<file path="config.mk">
export PLATFORM = sky130hd
export DESIGN_NAME = ce_syn_record
export DESIGN_NICKNAME = d
export VERILOG_FILES = /design/src/rtl/ce_rec_pkg.sv /design/src/rtl/ce_syn_store.sv /design/src/rtl/ce_evt_counter.sv /design/src/rtl/ce_syn_record.sv
export SDC_FILE = /design/constraint.sdc
export NUM_CORES = 1
export LEC_CHECK = 0
export ABC_AREA = 1
export ABC_CLOCK_PERIOD_IN_PS = 4300
export BUFFER_PORTS_ARGS = -buffer_cell sky130_fd_sc_hd__buf_2
export CAP_MARGIN = 15
export CORE_ASPECT_RATIO = 1.5
export CORE_MARGIN = 2
export CORE_UTILIZATION = 45
export DETAILED_ROUTE_END_ITERATION = 6
export PLACE_DENSITY = 0.81
export RECOVER_POWER = 25
export SYNTH_ARGS = -nofsm -noshare
export SYNTH_HDL_FRONTEND = slang
export SYNTH_SLANG_ARGS = --single-unit
</file>
<file path="constraint.sdc">
create_clock -name clk -period 4.3 [get_ports clk]
set_clock_uncertainty 0.1 [all_clocks]
set_input_delay 0.645 -clock clk [delete_from_list [all_inputs] [get_ports clk]]
set_output_delay 0.645 -clock clk [all_outputs]
set_load 0.005 [all_outputs]
</file>
<file path="src/rtl/ce_rec_pkg.sv">
// Package: shared widths, record bit positions and the syndrome type.
// Assumes a fixed 64-bit record whose field positions software decodes.
package ce_rec_pkg;
    localparam int UNIT_W      = 4;
    localparam int ARRAY_W     = 2;
    localparam int INDEX_W     = 13;
    localparam int SUBARR_W    = 4;
    localparam int BANK_W      = 2;
    localparam int WAY_W       = 4;
    localparam int CNT_W       = 7;
    localparam int REC_W       = 64;
    localparam int SYN_WORD_W  = 32;

    localparam int UNIT_LSB    = 0;
    localparam int ARRAY_LSB   = UNIT_LSB + UNIT_W;
    localparam int INDEX_LSB   = ARRAY_LSB + ARRAY_W;
    localparam int SUBARR_LSB  = INDEX_LSB + INDEX_W;
    localparam int BANK_LSB    = SUBARR_LSB + SUBARR_W;
    localparam int SUBBANK_BIT = BANK_LSB + BANK_W;
    localparam int WAY_LSB     = 28;
    localparam int REP_LSB     = SYN_WORD_W;
    localparam int OTH_LSB     = REP_LSB + CNT_W + 1;

    // Class of an accepted report; the value is the counter slot.
    typedef enum logic {
        CLS_REPEAT = 1'b0,
        CLS_OTHER  = 1'b1
    } cls_e;
    localparam int NUM_CLS = 2;

    typedef struct packed {
        logic [WAY_W-1:0]    way;
        logic                subbank;
        logic [BANK_W-1:0]   bank;
        logic [SUBARR_W-1:0] subarr;
        logic [INDEX_W-1:0]  index;
        logic [ARRAY_W-1:0]  arr;
        logic [UNIT_W-1:0]   unit;
    } syn_t;

    // Place syndrome fields into the low record word, reserved bits zero.
    function automatic logic [SYN_WORD_W-1:0] syn_to_word(syn_t s);
        logic [SYN_WORD_W-1:0] w;
        w = '0;
        w[UNIT_LSB   +: UNIT_W]   = s.unit;
        w[ARRAY_LSB  +: ARRAY_W]  = s.arr;
        w[INDEX_LSB  +: INDEX_W]  = s.index;
        w[SUBARR_LSB +: SUBARR_W] = s.subarr;
        w[BANK_LSB   +: BANK_W]   = s.bank;
        w[SUBBANK_BIT]            = s.subbank;
        w[WAY_LSB    +: WAY_W]    = s.way;
        return w;
    endfunction

    // Extract syndrome fields from the low record word.
    function automatic syn_t word_to_syn(logic [SYN_WORD_W-1:0] w);
        syn_t s;
        s.unit    = w[UNIT_LSB   +: UNIT_W];
        s.arr     = w[ARRAY_LSB  +: ARRAY_W];
        s.index   = w[INDEX_LSB  +: INDEX_W];
        s.subarr  = w[SUBARR_LSB +: SUBARR_W];
        s.bank    = w[BANK_LSB   +: BANK_W];
        s.subbank = w[SUBBANK_BIT];
        s.way     = w[WAY_LSB    +: WAY_W];
        return s;
    endfunction
endpackage

</file>
<file path="src/rtl/ce_syn_store.sv">
// Syndrome store: holds the recorded syndrome and a held flag, and reports
// whether the incoming syndrome equals the stored one.
// Assumes capture is only raised while no syndrome is held; a software
// write overrides capture in the same cycle.
module ce_syn_store
    import ce_rec_pkg::*;
(
    input  logic clk,
    input  logic rst_n,
    input  logic capture,
    input  logic sw_wr,
    input  syn_t err_syn,
    input  syn_t sw_syn,
    output syn_t rec_syn,
    output logic held,
    output logic matched
);

    // Held flag: set by first capture, rewritten by software.
    always_ff @(posedge clk) begin
        if (!rst_n) begin
            held <= 1'b0;
        end else if (sw_wr) begin
            held <= (sw_syn != '0);
        end else if (capture) begin
            held <= 1'b1;
        end
    end

    // Syndrome fields: no reset value; loaded by software or first capture.
    always_ff @(posedge clk) begin
        if (sw_wr) begin
            rec_syn <= sw_syn;
        end else if (capture) begin
            rec_syn <= err_syn;
        end
    end

    // Match only counts once a syndrome is held.
    always_comb begin
        matched = held && (err_syn == rec_syn);
    end

    AST_SYN_KEPT: assert property (@(posedge clk) disable iff (!rst_n)
        held && !sw_wr |=> $stable(rec_syn));
    AST_FIRST_HELD: assert property (@(posedge clk) disable iff (!rst_n)
        capture && !sw_wr |=> held && rec_syn == $past(err_syn));

endmodule

</file>
<file path="src/rtl/ce_evt_counter.sv">
// Event counter: a wrapping counter with a sticky overflow flag.
// Assumes software load has priority over increment; a software write of
// 1 to the flag keeps it, a write of 0 clears it.
module ce_evt_counter #(
    parameter int W = 7
) (
    input  logic         clk,
    input  logic         rst_n,
    input  logic         inc,
    input  logic         sw_wr,
    input  logic [W-1:0] sw_cnt,
    input  logic         sw_ovf,
    output logic [W-1:0] cnt,
    output logic         ovf
);
    localparam logic [W-1:0] CNT_MAX = '1;
    localparam logic [W-1:0] CNT_ONE = W'(1);

    // Count and flag update: software load, else increment with wrap.
    always_ff @(posedge clk) begin
        if (!rst_n) begin
            cnt <= '0;
            ovf <= 1'b0;
        end else if (sw_wr) begin
            cnt <= sw_cnt;
            ovf <= ovf & sw_ovf;
        end else if (inc) begin
            cnt <= cnt + CNT_ONE;
            if (cnt == CNT_MAX) begin
                ovf <= 1'b1;
            end
        end
    end

    AST_OVF_STICKY: assert property (@(posedge clk) disable iff (!rst_n)
        ovf && !sw_wr |=> ovf);
    AST_WRAP_FLAG: assert property (@(posedge clk) disable iff (!rst_n)
        inc && !sw_wr && cnt == CNT_MAX |=> ovf && cnt == '0);
    AST_SW_LOAD: assert property (@(posedge clk) disable iff (!rst_n)
        sw_wr |=> cnt == $past(sw_cnt));
    AST_SW_NO_SET: assert property (@(posedge clk) disable iff (!rst_n)
        sw_wr && !ovf |=> !ovf);
    AST_IDLE_HOLD: assert property (@(posedge clk) disable iff (!rst_n)
        !inc && !sw_wr |=> $stable(cnt) && $stable(ovf));

endmodule

</file>
<file path="src/rtl/ce_syn_record.sv">
// Corrected error record: classifies each report as repeat or other against
// the stored syndrome, counts both classes, raises the fault interrupt on
// overflow and exposes the packed 64-bit record for software.
// Assumes at most one report per cycle; a software write wins over a report.
module ce_syn_record
    import ce_rec_pkg::*;
(
    input  logic                clk,
    input  logic                rst_n,
    input  logic                err_valid,
    input  logic [UNIT_W-1:0]   err_unit,
    input  logic [ARRAY_W-1:0]  err_array,
    input  logic [INDEX_W-1:0]  err_index,
    input  logic [SUBARR_W-1:0] err_subarray,
    input  logic [BANK_W-1:0]   err_bank,
    input  logic                err_subbank,
    input  logic [WAY_W-1:0]    err_way,
    input  logic                irq_en,
    input  logic                reg_wr,
    input  logic [REC_W-1:0]    reg_wdata,
    output logic [REC_W-1:0]    reg_rdata,
    output logic                fault_irq
);

    syn_t               err_syn;
    syn_t               sw_syn;
    syn_t               rec_syn;
    logic               held;
    logic               matched;
    logic               capture;
    logic [NUM_CLS-1:0] cls_inc;
    logic [CNT_W-1:0]   cnt_q [NUM_CLS];
    logic [NUM_CLS-1:0] ovf_q;
    logic               unused_wbits;

    assign unused_wbits = ^{reg_wdata[REC_W-1:OTH_LSB+CNT_W+1],
                            reg_wdata[WAY_LSB-1:SUBBANK_BIT+1]};

    // Gather report fields and decode the software syndrome.
    always_comb begin
        err_syn.unit    = err_unit;
        err_syn.arr     = err_array;
        err_syn.index   = err_index;
        err_syn.subarr  = err_subarray;
        err_syn.bank    = err_bank;
        err_syn.subbank = err_subbank;
        err_syn.way     = err_way;
        sw_syn          = word_to_syn(reg_wdata[SYN_WORD_W-1:0]);
    end

    // Classify the report: first or matching -> repeat, else other.
    always_comb begin
        capture             = err_valid && !held;
        cls_inc             = '0;
        cls_inc[CLS_REPEAT] = err_valid && (!held || matched);
        cls_inc[CLS_OTHER]  = err_valid && held && !matched;
    end

    ce_syn_store u_store (
        .clk     (clk),
        .rst_n   (rst_n),
        .capture (capture),
        .sw_wr   (reg_wr),
        .err_syn (err_syn),
        .sw_syn  (sw_syn),
        .rec_syn (rec_syn),
        .held    (held),
        .matched (matched)
    );

    for (genvar g = 0; g < NUM_CLS; g++) begin : g_cls
        localparam int LSB  = (g == int'(CLS_REPEAT)) ? REP_LSB : OTH_LSB;
        localparam int OBIT = LSB + CNT_W;
        ce_evt_counter #(.W(CNT_W)) u_cnt (
            .clk    (clk),
            .rst_n  (rst_n),
            .inc    (cls_inc[g]),
            .sw_wr  (reg_wr),
            .sw_cnt (reg_wdata[LSB +: CNT_W]),
            .sw_ovf (reg_wdata[OBIT]),
            .cnt    (cnt_q[g]),
            .ovf    (ovf_q[g])
        );
    end

    // Pack the record word; reserved bits read zero.
    always_comb begin
        reg_rdata                         = '0;
        reg_rdata[SYN_WORD_W-1:0]         = syn_to_word(rec_syn);
        reg_rdata[REP_LSB +: CNT_W]       = cnt_q[CLS_REPEAT];
        reg_rdata[REP_LSB + CNT_W]        = ovf_q[CLS_REPEAT];
        reg_rdata[OTH_LSB +: CNT_W]       = cnt_q[CLS_OTHER];
        reg_rdata[OTH_LSB + CNT_W]        = ovf_q[CLS_OTHER];
    end

    // Interrupt: enabled and any overflow flag set.
    always_comb begin
        fault_irq = irq_en && (|ovf_q);
    end

    AST_IRQ_NEEDS_FLAG: assert property (@(posedge clk) disable iff (!rst_n)
        fault_irq |-> (reg_rdata[REP_LSB + CNT_W] || reg_rdata[OTH_LSB + CNT_W]));
    AST_ONE_CLASS: assert property (@(posedge clk) disable iff (!rst_n)
        err_valid && !reg_wr |=> !$stable(reg_rdata[OTH_LSB + CNT_W:REP_LSB]));
    AST_HELD_AFTER_ERR: assert property (@(posedge clk) disable iff (!rst_n)
        err_valid && !reg_wr |=> held);

endmodule

</file>
==> flow_summary.toml, run 1 <==
[status]
status = "complete, no violations"

[flow_run]
cap_violations = 0

[synth]
yosys.cell_types.count = 31
synth_flop_cell = "edfxtp_1"
netlist_area_sq_um = 2950
yosysTopAreaCell = "edfxtp_1"
synth_cells = 390
ys_warn_count = 0
avgSynthCellArea_sq_um = 7.57
ys_ff_latch = 47
synth_common_cells = "nand2_1, inv_1, o21ai_0"
synth.most_common_cell = "nand2_1"
synth_top_area_share_pct = 30.5
synth_edf_count = 30
synth.yosys.seq_area_share_pct = 42.1
async_flop_share_pct = 0
synth_area_leaders = "edfxtp_1, nand2_1, dfxtp_1"

[detailed_routing]
drc = 0
avgRoutedWirePerCell_microns = 12.5
routed_via_density = 4.73
drt_iter0_drc = 92
routed_wl_microns = 7330
ant_nets = 0
dr_total_vias = 2783
firstDrtPassIters = 4

[pwr]
max-vdd-ir-drop_v = 0.000218
p_per_area_nw_per_um2 = 288
leakagePower_uw = 0.00178

[timing]
timing.slew.headroom_pct = 34.0
worstMarginPinSlew_ns = 0.986
hold_ws_ns = 0.404
hold_viol = 0
fin_crit_ns = 2.34
final_max_slew_viol_count = 0
setup_tns_ns = 0
fin_crit_sh_pct = 54.4
rsz0062_at_grt = "no"
setup_viol = 0
fmax_ghz = 0.427

[cts]
ctsHoldBuffers = 0
cts_tree = "done"
clock-root-buffer = "clkbuf_8"
clk_latency_ns = 0.30
htreeDepth = 2
post_cts_resized = 0
numCtsBuffers = 5
clockBufferDepth = 2
cts.sinks = 47
cts.clk_slew.worst_paths_ns = 0.09
post_cts_buffers = 0

[floorplanning]
die-area_sq_um = 7240
rows = 36
fp.coreArea_sq_um = 6440
die_w_microns = 70.1
initial_core_util_pct = 45.8
dieHeight_microns = 103
io_pins = 164

[cells_and_area]
fill_cells = 618
nets = 612
final_cells = 588
drive_gt1_share_pct = 26.2
area_delta_synth_final_pct = 23.1
multiInputGateArea_sq_um = 1450
diodes = 0
seqCellArea_sq_um = 1240

[critical_path]
crit_family = "buffers and inverters"
crit_path_max_fanout = 45
critical_path.slowest_cell = "buf_2"
max_stage_delay_ns = 0.60
critPathArrivalTime_ns = 2.46
worstSetupPathType = "in -> reg"
crit_required_ns = 4.42
critical_path.cell_chain = "buf_2 -> inv_2 -> o21ai_4 -> o21ai_0 -> a41oi_1"
cp-start-kind = "input port"
path_buf_inv = 2
cp-end-kind = "flip-flop"

[grt]
grt_max_degree = 46
grt_overflow = 0
grt_use_total_pct = 20.3
antenna_found_initial = 0
grt_pass1_wl_microns = 11700
first_global_vias = 2616

[placement]
dp.cells = 580
port_buffers = 127
gp_congestion = 0.833
dp_hpwl_microns = 5710

[worst_hold_path]
hp-class = "reg -> reg"
## report_power, final
group	internal, uW	switching [uW]
combinational	105	126
clock	114	145
sequential	524	30.9
## routing by layer
metal  wire [microns]  vias up  global-route usage, %
li1                 -     1453                      -
met1             2960     1216                   23.0
met2             3820      105                   37.7
met3              428        9                   4.84
met4              121        0                   6.80
met5                0        -                      0
## flip-flops by register name (all words and copies together) (netlist names)
signal           flops
u_store.rec_syn     30
g_cls.u_cnt.cnt     14
u_store.held         1
g_cls.u_cnt.ovf      2
## per-stage QoR
stage                     power (uW)  cell area (sq um)  utilization [%]  setup slack, ns
after CTS                       1060               3650             56.6             1.93
after global routing            1110               3630             56.4             1.74
after floorplan                  704               3020                -            0.828
after global placement           793               3570             55.4             1.70
final                           1050               3630             56.4             1.96
after detailed placement         799               3570             55.4             1.59
## path summary, 6_finish.rpt
path / endpoint / from / cells past startpoint / slack [ns]
max: u_store.held$_SDFFE_PN0P_ / reg_wr / 5 / 1.96
min: g_cls[0].u_cnt.ovf$_SDFFE_PN0P_ / g_cls[0].u_cnt.ovf$_SDFFE_PN0P_ / 2 / 0.40
max reg2reg: g_cls[0].u_cnt.cnt[2]$_SDFFE_PN0P_ / u_store.rec_syn[18]$_DFFE_PP_ / 11 / 2.55
min reg2reg: g_cls[0].u_cnt.ovf$_SDFFE_PN0P_ / g_cls[0].u_cnt.ovf$_SDFFE_PN0P_ / 2 / 0.40
## area by class of cell
cell class / instances / area share (%)
clock buffer: 7 / 2.10
clock inverter: 1 / 0.138
inverter: 37 / 3.82
multi-input combinational: 292 / 39.9
sequential: 47 / 34.2
tap: 76 / 2.62
timing repair buffer: 128 / 17.3
## layout by cell type (no fill, tap or decap)
master and n:
buf_2 114, nand2_2 2, nor4b_1 1, conb_1 18
nand2_4 2, inv_2 2, nor3_1 2, a21oi_2 1
a41oi_1 1, nand2_8 1, edfxtp_1 30, o21a_1 1
nor2_2 1, o21ai_0 34, buf_4 1, clkbuf_1 14
nor4_1 4, clkinv_1 1, a21oi_1 9, nand3_1 19
o21ai_4 1, clkbuf_8 5, or2_2 2, nand3_2 1
buf_1 1, mux2i_1 1, ha_1 2, nand4_1 3
xnor2_1 22, inv_1 34, nand2_1 124, xor2_1 8
dfxtp_1 17, clkinv_2 1, nor2_1 32
## logic make-up after synthesis
| group | synth area share (%) |
|---|---|
| fa+ha+maj | 0.848 |
| flops | 42.1 |
| mux | 0.339 |
| xor+xnor | 8.90 |
| buf+inv | 11.4 |
| other cells | 0.127 |
| simple gates | 28.0 |
| compound gates | 8.31 |
## tightest hold or removal path, stage by stage (launching register included)
cell and delay [ns]:
dfxtp_1 0.34, inv_1 0.08, a21oi_2 0.05
(Power assumes the default switching activity.)
==> run 2: changes to the inputs <==
- ABC_CLOCK_PERIOD_IN_PS: 4300 -> 1900
- CORE_UTILIZATION: 45 -> 41
- PLACE_DENSITY: 0.81 -> 0.78
- clock period: 4.3 -> 1.9 ns (I/O delays scaled with it)
==> run 2 against run 1 <==
  * Register-to-register slack lost 2.4 ns
  * Non-clock buffer count is 4 higher
  * Power grew 130%
  * Wire length is 2.5% higher
  * Combinational power is 130% higher
  * Core utilization fell by 3.3 points
  * Sequential share of layout area fell by 0.28 points
==> flow_summary.toml, run 2 (synthesized netlist as in run 1, its figures left out) <==
[critical_path]
crit_required_ns = 1.99
max_stage_delay_ns = 0.44
reg2reg_slack_ns = 0.16
crit_top_cell = "nor2_1"
critPathArrivalTime_ns = 1.84
worstSetupPathType = "reg -> reg"
crit_path_max_fanout = 9
cp-end-kind = "flip-flop"
path_buf_inv = 0
reg2reg_from = "u_store.rec_syn[17]$_DFFE_PP_"
critical_path.cell_chain = "xnor2_1 -> nand2_1 -> nor2_1 -> nand2_1 -> nor2_1 -> nand2_2 -> nand3_2 -> nand2_4 -> o21ai_0 -> nor2_1"
r2r_end = "g_cls[1].u_cnt.cnt[2]$_SDFFE_PN0P_"
r2r_cells = 10
cp-start-kind = "flip-flop"
path_depth = 10
crit_family = "simple AND/OR/NAND/NOR gates"
critical_path.slowest_cell = "edfxtp_1"

[pwr]
p_switching_uw = 685
clockPowerShare_pct = 25.3
p_per_area_nw_per_um2 = 653
seqPwrFrac_pct = 52.5
internal-power_uw = 1710
swShare_pct = 28.6
leakagePower_uw = 0.00183
p_comb_share_pct = 22.2
max-vdd-ir-drop_v = 0.000405

[cts]
clock-root-buffer = "clkbuf_8"
clockBufferDepth = 2
cts.sinks = 47
htreeDepth = 2
ctsHoldBuffers = 0
cts_tree = "done"
numCtsBuffers = 5
clk_latency_ns = 0.30
cts.clk_slew.worst_paths_ns = 0.09

[cells_and_area]
drive_gt1_share_pct = 28.7
largest-register = "u_store.rec_syn"
diodes = 0
mostFrequentLayoutCell = "buf_2"
final_cell_mix = "buf_2, nand2_1, inv_1"
nets = 616
design_area_sq_um = 3660
largest_reg_flops = 30
reg_top3 = "u_store.rec_syn x30, g_cls.u_cnt.cnt x14, g_cls.u_cnt.ovf x2"
final_cells = 594
fill_cells = 678
area_delta_synth_final_pct = 24.1

[detailed_routing]
drt_iter0_drc = 118
ant_nets = 0
avgRoutedWirePerCell_microns = 12.6
routed_wl_microns = 7510
routed_via_density = 4.79
drc = 0
dr_total_vias = 2845
firstDrtPassIters = 4

[grt]
grt_use_total_pct = 18.8
antenna_found_initial = 0
grt_pass1_wl_microns = 11700
grt_overflow = 0
grt_max_degree = 32
first_global_vias = 2727

[floorplanning]
die_w_microns = 73.3
initial_core_util_pct = 42.8
io_pins = 164
dieHeight_microns = 108
fp.coreArea_sq_um = 6900
rows = 37
die-area_sq_um = 7910

[worst_hold_path]
min_to = "u_store.rec_syn[25]$_DFFE_PP_"
hp-class = "in -> reg"
whs_path_depth = 3
min-delay-start = "reg_wdata[25]"

[placement]
dp.cells = 586
place_area_sq_um = 3600
port_buffers = 127
gp_congestion = 0.835
pre_cts_slack_ns = 0.163
dp_hpwl_microns = 5950

[flow_run]
cap_violations = 0

[timing]
hold_viol = 0
fin_crit_ns = 1.74
rsz0062_at_grt = "yes"
hold_ws_ns = 0.174
final_max_slew_viol_count = 0
fmax_ghz = 0.574
layout_setup_ws_ns = 0.158
worstMarginPinSlew_ns = 0.982
setup_viol = 0
fin_crit_sh_pct = 91.7
setup_tns_ns = 0
timing.slew.headroom_pct = 34.5

[status]
status = "complete, no violations"
## run 2: cell count changes in the layout (fill, tap and decap cells not counted), sizes merged
cell,previous run,this run
buf,116,127
clkbuf,19,13
clkinv,2,1
## run 2: worst max-delay path by stage
| stage | from | endpoint | slack [ns] |
|---|---|---|---|
| 5_1_grt | u_store.rec_syn[17]$_DFFE_PP_ | g_cls[1].u_cnt.cnt[4]$_SDFFE_PN0P_ | -0.002 |
| 6_report | u_store.rec_syn[17]$_DFFE_PP_ | g_cls[1].u_cnt.cnt[2]$_SDFFE_PN0P_ | 0.16 |
| 3_3_place_gp | err_subbank | g_cls[1].u_cnt.cnt[2]$_SDFFE_PN0P_ | 0.18 |
| 2_1_floorplan | u_store.held$_SDFFE_PN0P_ | u_store.held$_SDFFE_PN0P_ | 0.18 |
| 4_1_cts | u_store.rec_syn[17]$_DFFE_PP_ | g_cls[1].u_cnt.cnt[4]$_SDFFE_PN0P_ | 0.14 |
| 3_5_place_dp | u_store.rec_syn[17]$_DFFE_PP_ | g_cls[1].u_cnt.cnt[2]$_SDFFE_PN0P_ | 0.16 |
## run 2: cell type report
cell class                      instances  area [sq um]  area share (%)
Multi-Input combinational cell        292          1440            39.4
Sequential cell                        47          1240            33.9
Timing Repair Buffer                  132           659            18.0
Inverter                               37           139            3.79
Tap cell                               78          97.6            2.66
Clock buffer                            8          83.8            2.29
## run 2: layer usage
metal | vias up | part of all wire [%] | GRT usage (%)
li1 | 1458 | - | -
met1 | 1269 | 40 | 20.0
met2 | 106 | 52 | 34.6
met3 | 12 | 6.2 | 4.49
met4 | 0 | 1.9 | 7.28
met5 | - | 0 | 0
## run 2: worst register-to-register path, delay by kind of cell, from the launching register on
family / cells / cell delay (ns)
compound gates: 1 / 0.17
xor+xnor: 1 / 0.16
flops: 1 / 0.44
simple gates: 8 / 0.78
## run 2: power by group through the flow
| stage | combinational, uW | clock (uW) | sequential [uW] |
|---|---|---|---|
| after floorplan | 312 | 0 | 1280 |
| after global placement | 526 | 0 | 1270 |
| after detailed placement | 539 | 0 | 1280 |
| after CTS | 541 | 640 | 1260 |
| after global routing | 600 | 674 | 1270 |
| final | 530 | 605 | 1260 |
## run 2: through the flow
step                util [%]  power (uW)
floorplan                  -        1590
global placement        52.3        1800
detailed placement      52.3        1820
CTS                     53.5        2440
global route            53.1        2540
finish                  53.1        2390
## run 2: repair_timing
action / CTS / global route
endpoints found under the hold margin: 0 / 0
gates resized for setup: 0 / 1
setup buffers: 0 / 0
setup endpoints to repair: 0 / 2
==> run 3: changes to the inputs <==
- CELL_PAD_IN_SITES_DETAIL_PLACEMENT: not set -> 0
- CELL_PAD_IN_SITES_GLOBAL_PLACEMENT: not set -> 1
- CORE_UTILIZATION: 41 -> 28
- CTS_BUF_LIST: not set -> sky130_fd_sc_hd__clkbuf_4 sky130_fd_sc_hd__clkbuf_8
- PLACE_DENSITY: 0.78 -> not set
- PLACE_DENSITY_LB_ADDON: not set -> 0.1
==> run 3 against run 2 <==
  * Power grew 3.1%
  * Final cell count grew 11%
  * Setup slack gained 0.0093 ns
  * Critical path depth grew 1
  * First-iteration DRC count shrank 33%
  * Global-route usage shrank 4.1 points
  * Die area grew 44%
  * Register-to-register slack is essentially flat
  * Flip-flop and latch count is the same
  * Sequential power is essentially flat
==> flow_summary.toml, run 3 (synthesized netlist as in run 1, its figures left out) <==
[grt]
grt_overflow = 0
first_global_vias = 2610
grt_use_total_pct = 14.6
antenna_found_initial = 0
grt_max_degree = 32
grt_pass1_wl_microns = 12700

[detailed_routing]
drc = 0
ant_nets = 0
routed_wl_microns = 8530
routed_via_density = 4.29
dr_total_vias = 2829
drt_iter0_drc = 79
avgRoutedWirePerCell_microns = 12.9
firstDrtPassIters = 4

[cells_and_area]
area_delta_synth_final_pct = 29.6
diodes = 0
largest_reg_flops = 30
final_cells = 659
fill_cells = 1128
largest-register = "u_store.rec_syn"
nets = 618
mostFrequentLayoutCell = "buf_2"
final_core_util_pct = 37.5
drive_gt1_share_pct = 30.9
final_cell_mix = "buf_2, nand2_1, inv_1"
reg_top3 = "u_store.rec_syn x30, g_cls.u_cnt.cnt x14, g_cls.u_cnt.ovf x2"

[floorplanning]
die-area_sq_um = 11400
rows = 45
fp.coreArea_sq_um = 10200
initial_core_util_pct = 29.0
die_w_microns = 87.8
dieHeight_microns = 130
io_pins = 164

[critical_path]
reg2reg_from = "u_store.rec_syn[8]$_DFFE_PP_"
cp-end-kind = "flip-flop"
crit_top_cell = "nand2_1"
worstSetupPathType = "reg -> reg"
cp-start-kind = "flip-flop"
crit_required_ns = 2.03
critical_path.cell_chain = "xnor2_1 -> nand2_1 -> nor2_1 -> nand2_1 -> nor2_2 -> nand2_2 -> nand2_2 -> nand2_4 -> nand2_8 -> nand2_1 -> a21oi_1"
reg2reg_slack_ns = 0.17
r2r_cells = 11
critPathArrivalTime_ns = 1.87
crit_path_max_fanout = 7
critical_path.slowest_cell = "edfxtp_1"
r2r_end = "g_cls[0].u_cnt.cnt[4]$_SDFFE_PN0P_"
max_stage_delay_ns = 0.41

[cts]
htreeDepth = 2
cts_tree = "done"
clk_latency_ns = 0.31
cts.clk_slew.worst_paths_ns = 0.10
clockBufferDepth = 2
clock-root-buffer = "clkbuf_8"
numCtsBuffers = 5
post_cts_buffers = 0
ctsHoldBuffers = 0
post_cts_resized = 0
cts.sinks = 47

[pwr]
max-vdd-ir-drop_v = 0.000292
power_uw = 2470
p_per_area_nw_per_um2 = 645
leakagePower_uw = 0.00187

[status]
status = "complete, no violations"

[timing]
fin_crit_sh_pct = 91.2
worstMarginPinSlew_ns = 0.919
timing.slew.headroom_pct = 38.8
setup_viol = 0
fmax_ghz = 0.577
final_max_slew_viol_count = 0
hold_viol = 0
hold_ws_ns = 0.156
rsz0062_at_grt = "yes"
fin_crit_ns = 1.73

[placement]
gp_congestion = 0.776
dp.cells = 650
dp_hpwl_microns = 6670
port_buffers = 127

[flow_run]
cap_violations = 0

[worst_hold_path]
min_to = "u_store.rec_syn[4]$_DFFE_PP_"
min-delay-start = "err_array[0]"
hp-class = "in -> reg"
whs_path_depth = 3
## run 3: changes by cell type in the layout (fill, tap and decap cells not counted), sizes merged
cell | before | now
clkbuf | 13 | 10
nand2 | 129 | 130
buf | 127 | 130
clkinv | 1 | 2
## run 3: worst max path at each step
stage	start	slack, ns	endpoint
5_1_grt	u_store.rec_syn[13]$_DFFE_PP_	-0.02	g_cls[0].u_cnt.cnt[6]$_SDFFE_PN0P_
3_5_place_dp	err_subarray[3]	0.13	g_cls[1].u_cnt.cnt[2]$_SDFFE_PN0P_
4_1_cts	u_store.rec_syn[23]$_DFFE_PP_	0.12	g_cls[1].u_cnt.cnt[4]$_SDFFE_PN0P_
2_1_floorplan	u_store.held$_SDFFE_PN0P_	0.18	u_store.held$_SDFFE_PN0P_
6_report	u_store.rec_syn[8]$_DFFE_PP_	0.17	g_cls[0].u_cnt.cnt[4]$_SDFFE_PN0P_
3_3_place_gp	u_store.rec_syn[23]$_DFFE_PP_	0.14	g_cls[1].u_cnt.cnt[4]$_SDFFE_PN0P_
## run 3: per-stage QoR
| stage | area [sq um] | worst slack [ns] | setup TNS, ns |
|---|---|---|---|
| after floorplan | 3020 | 0.183 | 0 |
| after global placement | 3700 | 0.138 | 0 |
| after detailed placement | 3700 | 0.130 | 0 |
| after CTS | 3790 | 0.125 | 0 |
| after global routing | 3830 | -0.0240 | -0.0280 |
| final | 3830 | 0.167 | 0 |
## run 3: power by group
part / internal, uW / total, uW / switching, uW
Clock: 288 / 654 / 365
Sequential: 1190 / 1260 / 69.5
Combinational: 255 / 557 / 302
## run 3: final cells by class
cell class,instances,area (sq um),share of cell area (%)
flip-flops and latches,47,1240,32.4
inverters,37,139,3.63
clock buffers,7,83.8,2.19
repair buffers,133,686,17.9
well taps,141,176,4.61
multi-input cells,293,1500,39.1
clock inverters,1,5.00,0.131
## run 3: worst max-delay path: cells and delay by family (launching register included)
family                    cells  cell delay (ns)
and+or+nand+nor               9             0.88
AOI/OAI and AO/OA             1             0.11
xor gates and xnor gates      1             0.15
DFF                           1             0.41
## run 3: per-layer routing
layer,vias to the layer above,global-route usage (%),wire length [microns]
met5,-,0,0
met4,0,4.98,145
met3,8,3.10,442
met2,82,27.1,4560
met1,1277,16.3,3380
li1,1462,-,-
